`config.mk`:
```
export PLATFORM = sky130hd
export DESIGN_NAME = daq_seq_top
export DESIGN_NICKNAME = d
export VERILOG_FILES = /design/src/rtl/daq_seq_pkg.sv /design/src/rtl/daq_cfg_reg.sv /design/src/rtl/daq_conv_seq.sv /design/src/rtl/daq_result_port.sv /design/src/rtl/daq_seq_top.sv
export SDC_FILE = /design/constraint.sdc
export NUM_CORES = 1
export LEC_CHECK = 0
export ABC_CLOCK_PERIOD_IN_PS = 2900
export BUFFER_PORTS_ARGS = -buffer_cell sky130_fd_sc_hd__buf_2
export CAP_MARGIN = 15
export CORE_UTILIZATION = 35
export CTS_BUF_LIST = sky130_fd_sc_hd__clkbuf_16
export CTS_CLUSTER_DIAMETER = 100
export DETAILED_ROUTE_END_ITERATION = 10
export SYNTH_ARGS = -nofsm -noshare
export SYNTH_HDL_FRONTEND = slang
export SYNTH_SLANG_ARGS = --single-unit
export TNS_END_PERCENT = 50
```
`constraint.sdc`:
```
create_clock -name clk -period 2.9 [get_ports clk]
set_input_delay 0.29 -clock clk [delete_from_list [all_inputs] [get_ports clk]]
set_output_delay 0.29 -clock clk [all_outputs]
set_load 0.03 [all_outputs]
```
`src/rtl/daq_seq_pkg.sv`:
```
package daq_seq_pkg;

    localparam int NUM_CH = 4;
    localparam int CH_W   = $clog2(NUM_CH);
    localparam int ADDR_W = 4;

    typedef enum logic {
        SEQ_IDLE,
        SEQ_CONV
    } seq_state_e;

    typedef struct packed {
        logic            bank_b;
        logic [CH_W-1:0] last_ch;
    } seq_cfg_t;

    function automatic logic cfg_hit(input logic [ADDR_W-1:0] a);
        return (a[3] == 1'b0);
    endfunction

    function automatic seq_cfg_t cfg_decode(input logic [ADDR_W-1:0] a);
        seq_cfg_t c;
        c.bank_b  = a[2];
        c.last_ch = a[CH_W-1:0];
        return c;
    endfunction

endpackage

```
`src/rtl/daq_cfg_reg.sv`:
```
module daq_cfg_reg
    import daq_seq_pkg::*;
(
    input  logic              clk,
    input  logic              rst,
    input  logic              wr_en,
    input  logic [ADDR_W-1:0] addr,
    output seq_cfg_t          cfg
);

    always_ff @(posedge clk) begin
        if (rst) begin
            cfg <= '0;
        end else if (wr_en && cfg_hit(addr)) begin
            cfg <= cfg_decode(addr);
        end
    end

endmodule

```
`src/rtl/daq_conv_seq.sv`:
```
module daq_conv_seq
    import daq_seq_pkg::*;
#(
    parameter int DATA_W   = 14,
    parameter int CONV_CYC = 48
) (
    input  logic                     clk,
    input  logic                     rst,
    input  logic                     start,
    input  logic [CH_W-1:0]          cfg_last,
    input  logic [NUM_CH*DATA_W-1:0] ch_in,
    output logic                     busy,
    output logic                     start_acc,
    output logic [CH_W-1:0]          run_last,
    output logic                     res_we,
    output logic [CH_W-1:0]          res_idx,
    output logic [DATA_W-1:0]        res_data,
    output logic                     run_done
);

    localparam int CNT_W = $clog2(CONV_CYC);
    localparam logic [CNT_W-1:0] LAST_CNT = CNT_W'(CONV_CYC - 1);

    seq_state_e        state;
    logic [CNT_W-1:0]  cnt;
    logic [CH_W-1:0]   ch;
    logic [DATA_W-1:0] hold [NUM_CH];

    assign busy      = (state == SEQ_CONV);
    assign start_acc = start && (state == SEQ_IDLE);
    assign res_we    = busy && (cnt == LAST_CNT);
    assign res_idx   = ch;
    assign res_data  = hold[ch];
    assign run_done  = res_we && (ch == run_last);

    always_ff @(posedge clk) begin
        if (rst) begin
            state    <= SEQ_IDLE;
            cnt      <= '0;
            ch       <= '0;
            run_last <= '0;
            for (int i = 0; i < NUM_CH; i++) hold[i] <= '0;
        end else if (state == SEQ_IDLE) begin
            if (start) begin
                state    <= SEQ_CONV;
                cnt      <= '0;
                ch       <= '0;
                run_last <= cfg_last;
                for (int i = 0; i < NUM_CH; i++) hold[i] <= ch_in[i*DATA_W +: DATA_W];
            end
        end else if (cnt == LAST_CNT) begin
            cnt <= '0;
            if (ch == run_last) state <= SEQ_IDLE;
            else                ch    <= ch + 1'b1;
        end else begin
            cnt <= cnt + 1'b1;
        end
    end

endmodule

```
`src/rtl/daq_result_port.sv`:
```
module daq_result_port
    import daq_seq_pkg::*;
#(
    parameter int DATA_W = 14
) (
    input  logic              clk,
    input  logic              rst,
    input  logic              res_we,
    input  logic [CH_W-1:0]   res_idx,
    input  logic [DATA_W-1:0] res_data,
    input  logic              run_done,
    input  logic              start_acc,
    input  logic              rd_stb,
    output logic [DATA_W-1:0] rd_data,
    output logic              irq
);

    logic [DATA_W-1:0] mem [NUM_CH];
    logic [CH_W-1:0]   ptr;

    always_ff @(posedge clk) begin
        if (rst) begin
            for (int i = 0; i < NUM_CH; i++) mem[i] <= '0;
        end else if (res_we) begin
            mem[res_idx] <= res_data;
        end
    end

    always_ff @(posedge clk) begin
        if (rst) begin
            ptr     <= '0;
            rd_data <= '0;
            irq     <= 1'b0;
        end else begin
            if (rd_stb) rd_data <= mem[ptr];
            if (start_acc)   ptr <= '0;
            else if (rd_stb) ptr <= ptr + 1'b1;
            if (start_acc)     irq <= 1'b0;
            else if (run_done) irq <= 1'b1;
            else if (rd_stb)   irq <= 1'b0;
        end
    end

endmodule

```
`src/rtl/daq_seq_top.sv`:
```
module daq_seq_top
    import daq_seq_pkg::*;
#(
    parameter int DATA_W   = 14,
    parameter int CONV_CYC = 48
) (
    input  logic                     clk,
    input  logic                     rst,
    input  logic                     cs,
    input  logic                     wr,
    input  logic                     rd,
    input  logic [ADDR_W-1:0]        addr,
    input  logic                     start,
    input  logic [NUM_CH*DATA_W-1:0] ch_in,
    output logic [DATA_W-1:0]        rd_data,
    output logic                     irq,
    output logic                     busy,
    output logic                     bank_b
);

    seq_cfg_t          cfg;
    logic              start_acc;
    logic [CH_W-1:0]   run_last;
    logic              res_we;
    logic [CH_W-1:0]   res_idx;
    logic [DATA_W-1:0] res_data;
    logic              run_done;

    assign bank_b = cfg.bank_b;

    daq_cfg_reg u_cfg (
        .clk   (clk),
        .rst   (rst),
        .wr_en (cs && wr),
        .addr  (addr),
        .cfg   (cfg)
    );

    daq_conv_seq #(.DATA_W(DATA_W), .CONV_CYC(CONV_CYC)) u_seq (
        .clk       (clk),
        .rst       (rst),
        .start     (start),
        .cfg_last  (cfg.last_ch),
        .ch_in     (ch_in),
        .busy      (busy),
        .start_acc (start_acc),
        .run_last  (run_last),
        .res_we    (res_we),
        .res_idx   (res_idx),
        .res_data  (res_data),
        .run_done  (run_done)
    );

    daq_result_port #(.DATA_W(DATA_W)) u_res (
        .clk       (clk),
        .rst       (rst),
        .res_we    (res_we),
        .res_idx   (res_idx),
        .res_data  (res_data),
        .run_done  (run_done),
        .start_acc (start_acc),
        .rd_stb    (cs && rd),
        .rd_data   (rd_data),
        .irq       (irq)
    );

endmodule

```
==> results.md <==
- Finish-stage setup viols: 0
- Least-Margin Pin Slew: slightly above 700 ps
- Final period utilization: 68.7%
- Async SR Flop Fraction: 0%
- Global placement routability congestion: 0.743
- Register area share after synthesis: ~65%
- Area of the multi-input gates: 0.00204 mm2
- Number of global-route vias before repair: roughly 3600
- Slowest CP cell: nand2b_1
- WP data required: between 2000 and 3000 ps
- Post-Syn Nets: around 500
- Crit. End Element: flip-flop
- Hpwl dp: a little under 8000 um
- PwrDens: approximately 640 mW/mm2
- Drt wl/cell: ~15 um
- Io pins: 83
- Fraction of layout cells with a size suffix above 1: 30.0%
- Reg2reg setup slack: a little over 900 ps
- Largest net degree at the start of global routing: 57
- Bufs and invs on worst path: 0
- Max Transition Viols Final: 0
- Vias: 3513
- # fillers: approximately 1600
- CTS Buf Count: 17
- Final min period: ~2000 ps
- Slowest stage delay, CP: 560 ps
- Commonest register cell after synthesis: edfxtp_1
- Worst skew pair latency: 420 ps
- RSZ-0062 raised after global routing: no
- MaxCap Viol Count: 0
- Crit-path max FO: 14
- CP Data Arrival Time: 2040 ps
- Global Route Usage Sum: 13.7%
- Status: finished clean
- Final antenna-violating net count: 0
- Area delta synth->final: 18.8%
- Setup TNS: 0 ps
- CTS Root Cell: clkbuf_16
- Yosys reg bits: roughly 150
- Antenna diode count: 0
- Final Skew: 8.54 ps
- Port bufs: approximately 80
- Min-delay worst type: in -> reg
- Syn Area/Cell: ~15 um2
- DIE WIDTH: ~140 um
- Initial antenna violation count: 0
- Clk buf depth: 2
- H-tree levels: 4
- Max Clock Freq: 502 MHz
- Cell variety after synth: 45
- Global-route wire length before repair: between 15000 and 20000 um
- Cell count after synthesis: 429
- CP top delay family: simple AND/OR/NAND/NOR gates
- Final Hold Fails: 0
- 1st-iter DRT viols: between 150 and 200
- Row count: 48
- Post-synth EDFFs: between 100 and 150
- Worst-path clk slew: approximately 60 ps
- GRT overflow: 0
- Maximum VDD drop: 432 uV
- Critical path type: reg -> reg
- Worst-path cell chain: ha_1 -> and4_4 -> nand4_2 -> nand2b_1
- Kind of start point of the critical path: flip-flop
- TritonCTS clock tree: done
- Leakage: about 2.8 nW
- Clock Sinks: between 100 and 150
- Die Y: about 140 um
- Via/cell ratio: 4.69
- Max-slew headroom: roughly half
- Core area: ~0.017 mm2
- Hold Buf Count CTS: 0
- DRC: 0
- Mapped cell area: 0.00622 mm2
- Dpl cells: 717
- Post-cts sizing count: 0
- Register area: between 0.004 and 0.005 mm2
- Nets: between 500 and 600
- Die area: around 0.018 mm2
- Post-CTS Setup Inserts: 0
- Synth warn: 0
- Fin cells: 749
- Drt first pass iters: 4
- Detailed Route WL: roughly 11000 um
- Initial Util: 35.9%
-- cell usage after synthesis, drive strengths merged, types with 3 or more instances --
cell      n  share of area (%)
nand2b    4               0.52
a211oi    4               0.48
nor3      4               0.68
dfxtp    33                 11
nand3b    3               0.36
inv       3               0.18
a21oi    20                1.6
nor2     15               0.99
xor2      3               0.42
mux2i     5               0.80
and2    114                 11
edfxtp  112                 54
nand2    32                1.9
clkbuf   10               0.68
buf      15                1.8
mux4     28                 10
-- power by group --
part           internal, mW  leakage [nW]  switching [mW]
registers              2.35          1.43          0.0350
logic                 0.117          1.14           0.145
clock network          1.26         0.275           0.838
total                  3.72          2.84            1.02
-- per-stage QoR --
stage | cell area, um2 | power, mW | hold WS (ps) | utilization, % | worst slack (ps)
5_1_grt | 7390 | 4.91 | 119 | 42.6 | 747
6_report | 7390 | 4.74 | 114 | 42.6 | 907
3_5_place_dp | 6820 | 2.69 | 445 | 39.3 | 871
4_1_cts | 7390 | 4.79 | 103 | 42.6 | 872
2_1_floorplan | 6220 | 2.59 | 434 | - | 77.4
3_3_place_gp | 6820 | 2.68 | 446 | 39.3 | 936
-- worst reg2reg max path, stage by stage, from the launching register on --
cell and delay, ps:
dfxtp_1 390, ha_1 240, and4_4 290, nand4_2 150, nand2b_1 560
-- per-layer routing --
layer	routed length, um	share of wire (%)	GRT usage, %	vias up
li1	-	-	-	1717
met4	138	1.2	5.62	0
met1	5480	48	19.0	1657
met5	0	0	0	-
met2	4940	43	19.3	130
met3	837	7.3	4.79	9
-- worst paths after layout --
check | cells after the start | to | startpoint
setup / recovery | 4 | u_res.mem[1][0] | u_seq.cnt[0]
hold reg to reg | 2 | u_res.rd_data[11] | u_res.rd_data[11]
hold / removal | 3 | u_cfg.cfg[0] | addr[0]
setup reg to reg | 4 | u_res.mem[1][0] | u_seq.cnt[0]
-- placed cells by master, fill, tap and decap left out, types with 4 or more instances in the layout --
master	count
and2_1	114
edfxtp_1	112
buf_2	82
dfxtp_1	33
nand2_1	32
mux4_2	28
a21oi_1	20
clkbuf_16	17
nor2_1	12
inv_1	5
mux2i_1	5
buf_4	5
a211oi_1	4
clkinvlp_4	4
-- layout make-up --
class | count | area share (%)
clock buffers | 17 | 5.75
repair buffers | 88 | 6.33
well taps | 225 | 3.81
multi-input cells | 256 | 27.6
clock inverters | 15 | 1.98
inverters | 3 | 0.152
flip-flops and latches | 145 | 54.4
-- flip-flops by register name, summed over array words and instances, names as in the netlist, named ones only --
name and count:
u_res.ptr 2, u_seq.res_idx 2, u_cfg.cfg 3, u_res.irq 1, u_seq.busy 1, u_seq.cnt 6
u_res.mem 56, u_seq.hold 56, u_seq.run_last 2, u_res.rd_data 14
-- logic make-up after synthesis --
kind of cell | count (synthesis) | synth area share [%]
buf+inv | 28 | 2.67
xor+xnor | 4 | 0.563
mux | 33 | 10.9
flops | 145 | 64.7
simple gates | 183 | 17.5
compound gates | 35 | 3.44
fa+ha+maj | 1 | 0.201
Note: power is estimated with default switching activity, not from simulation.
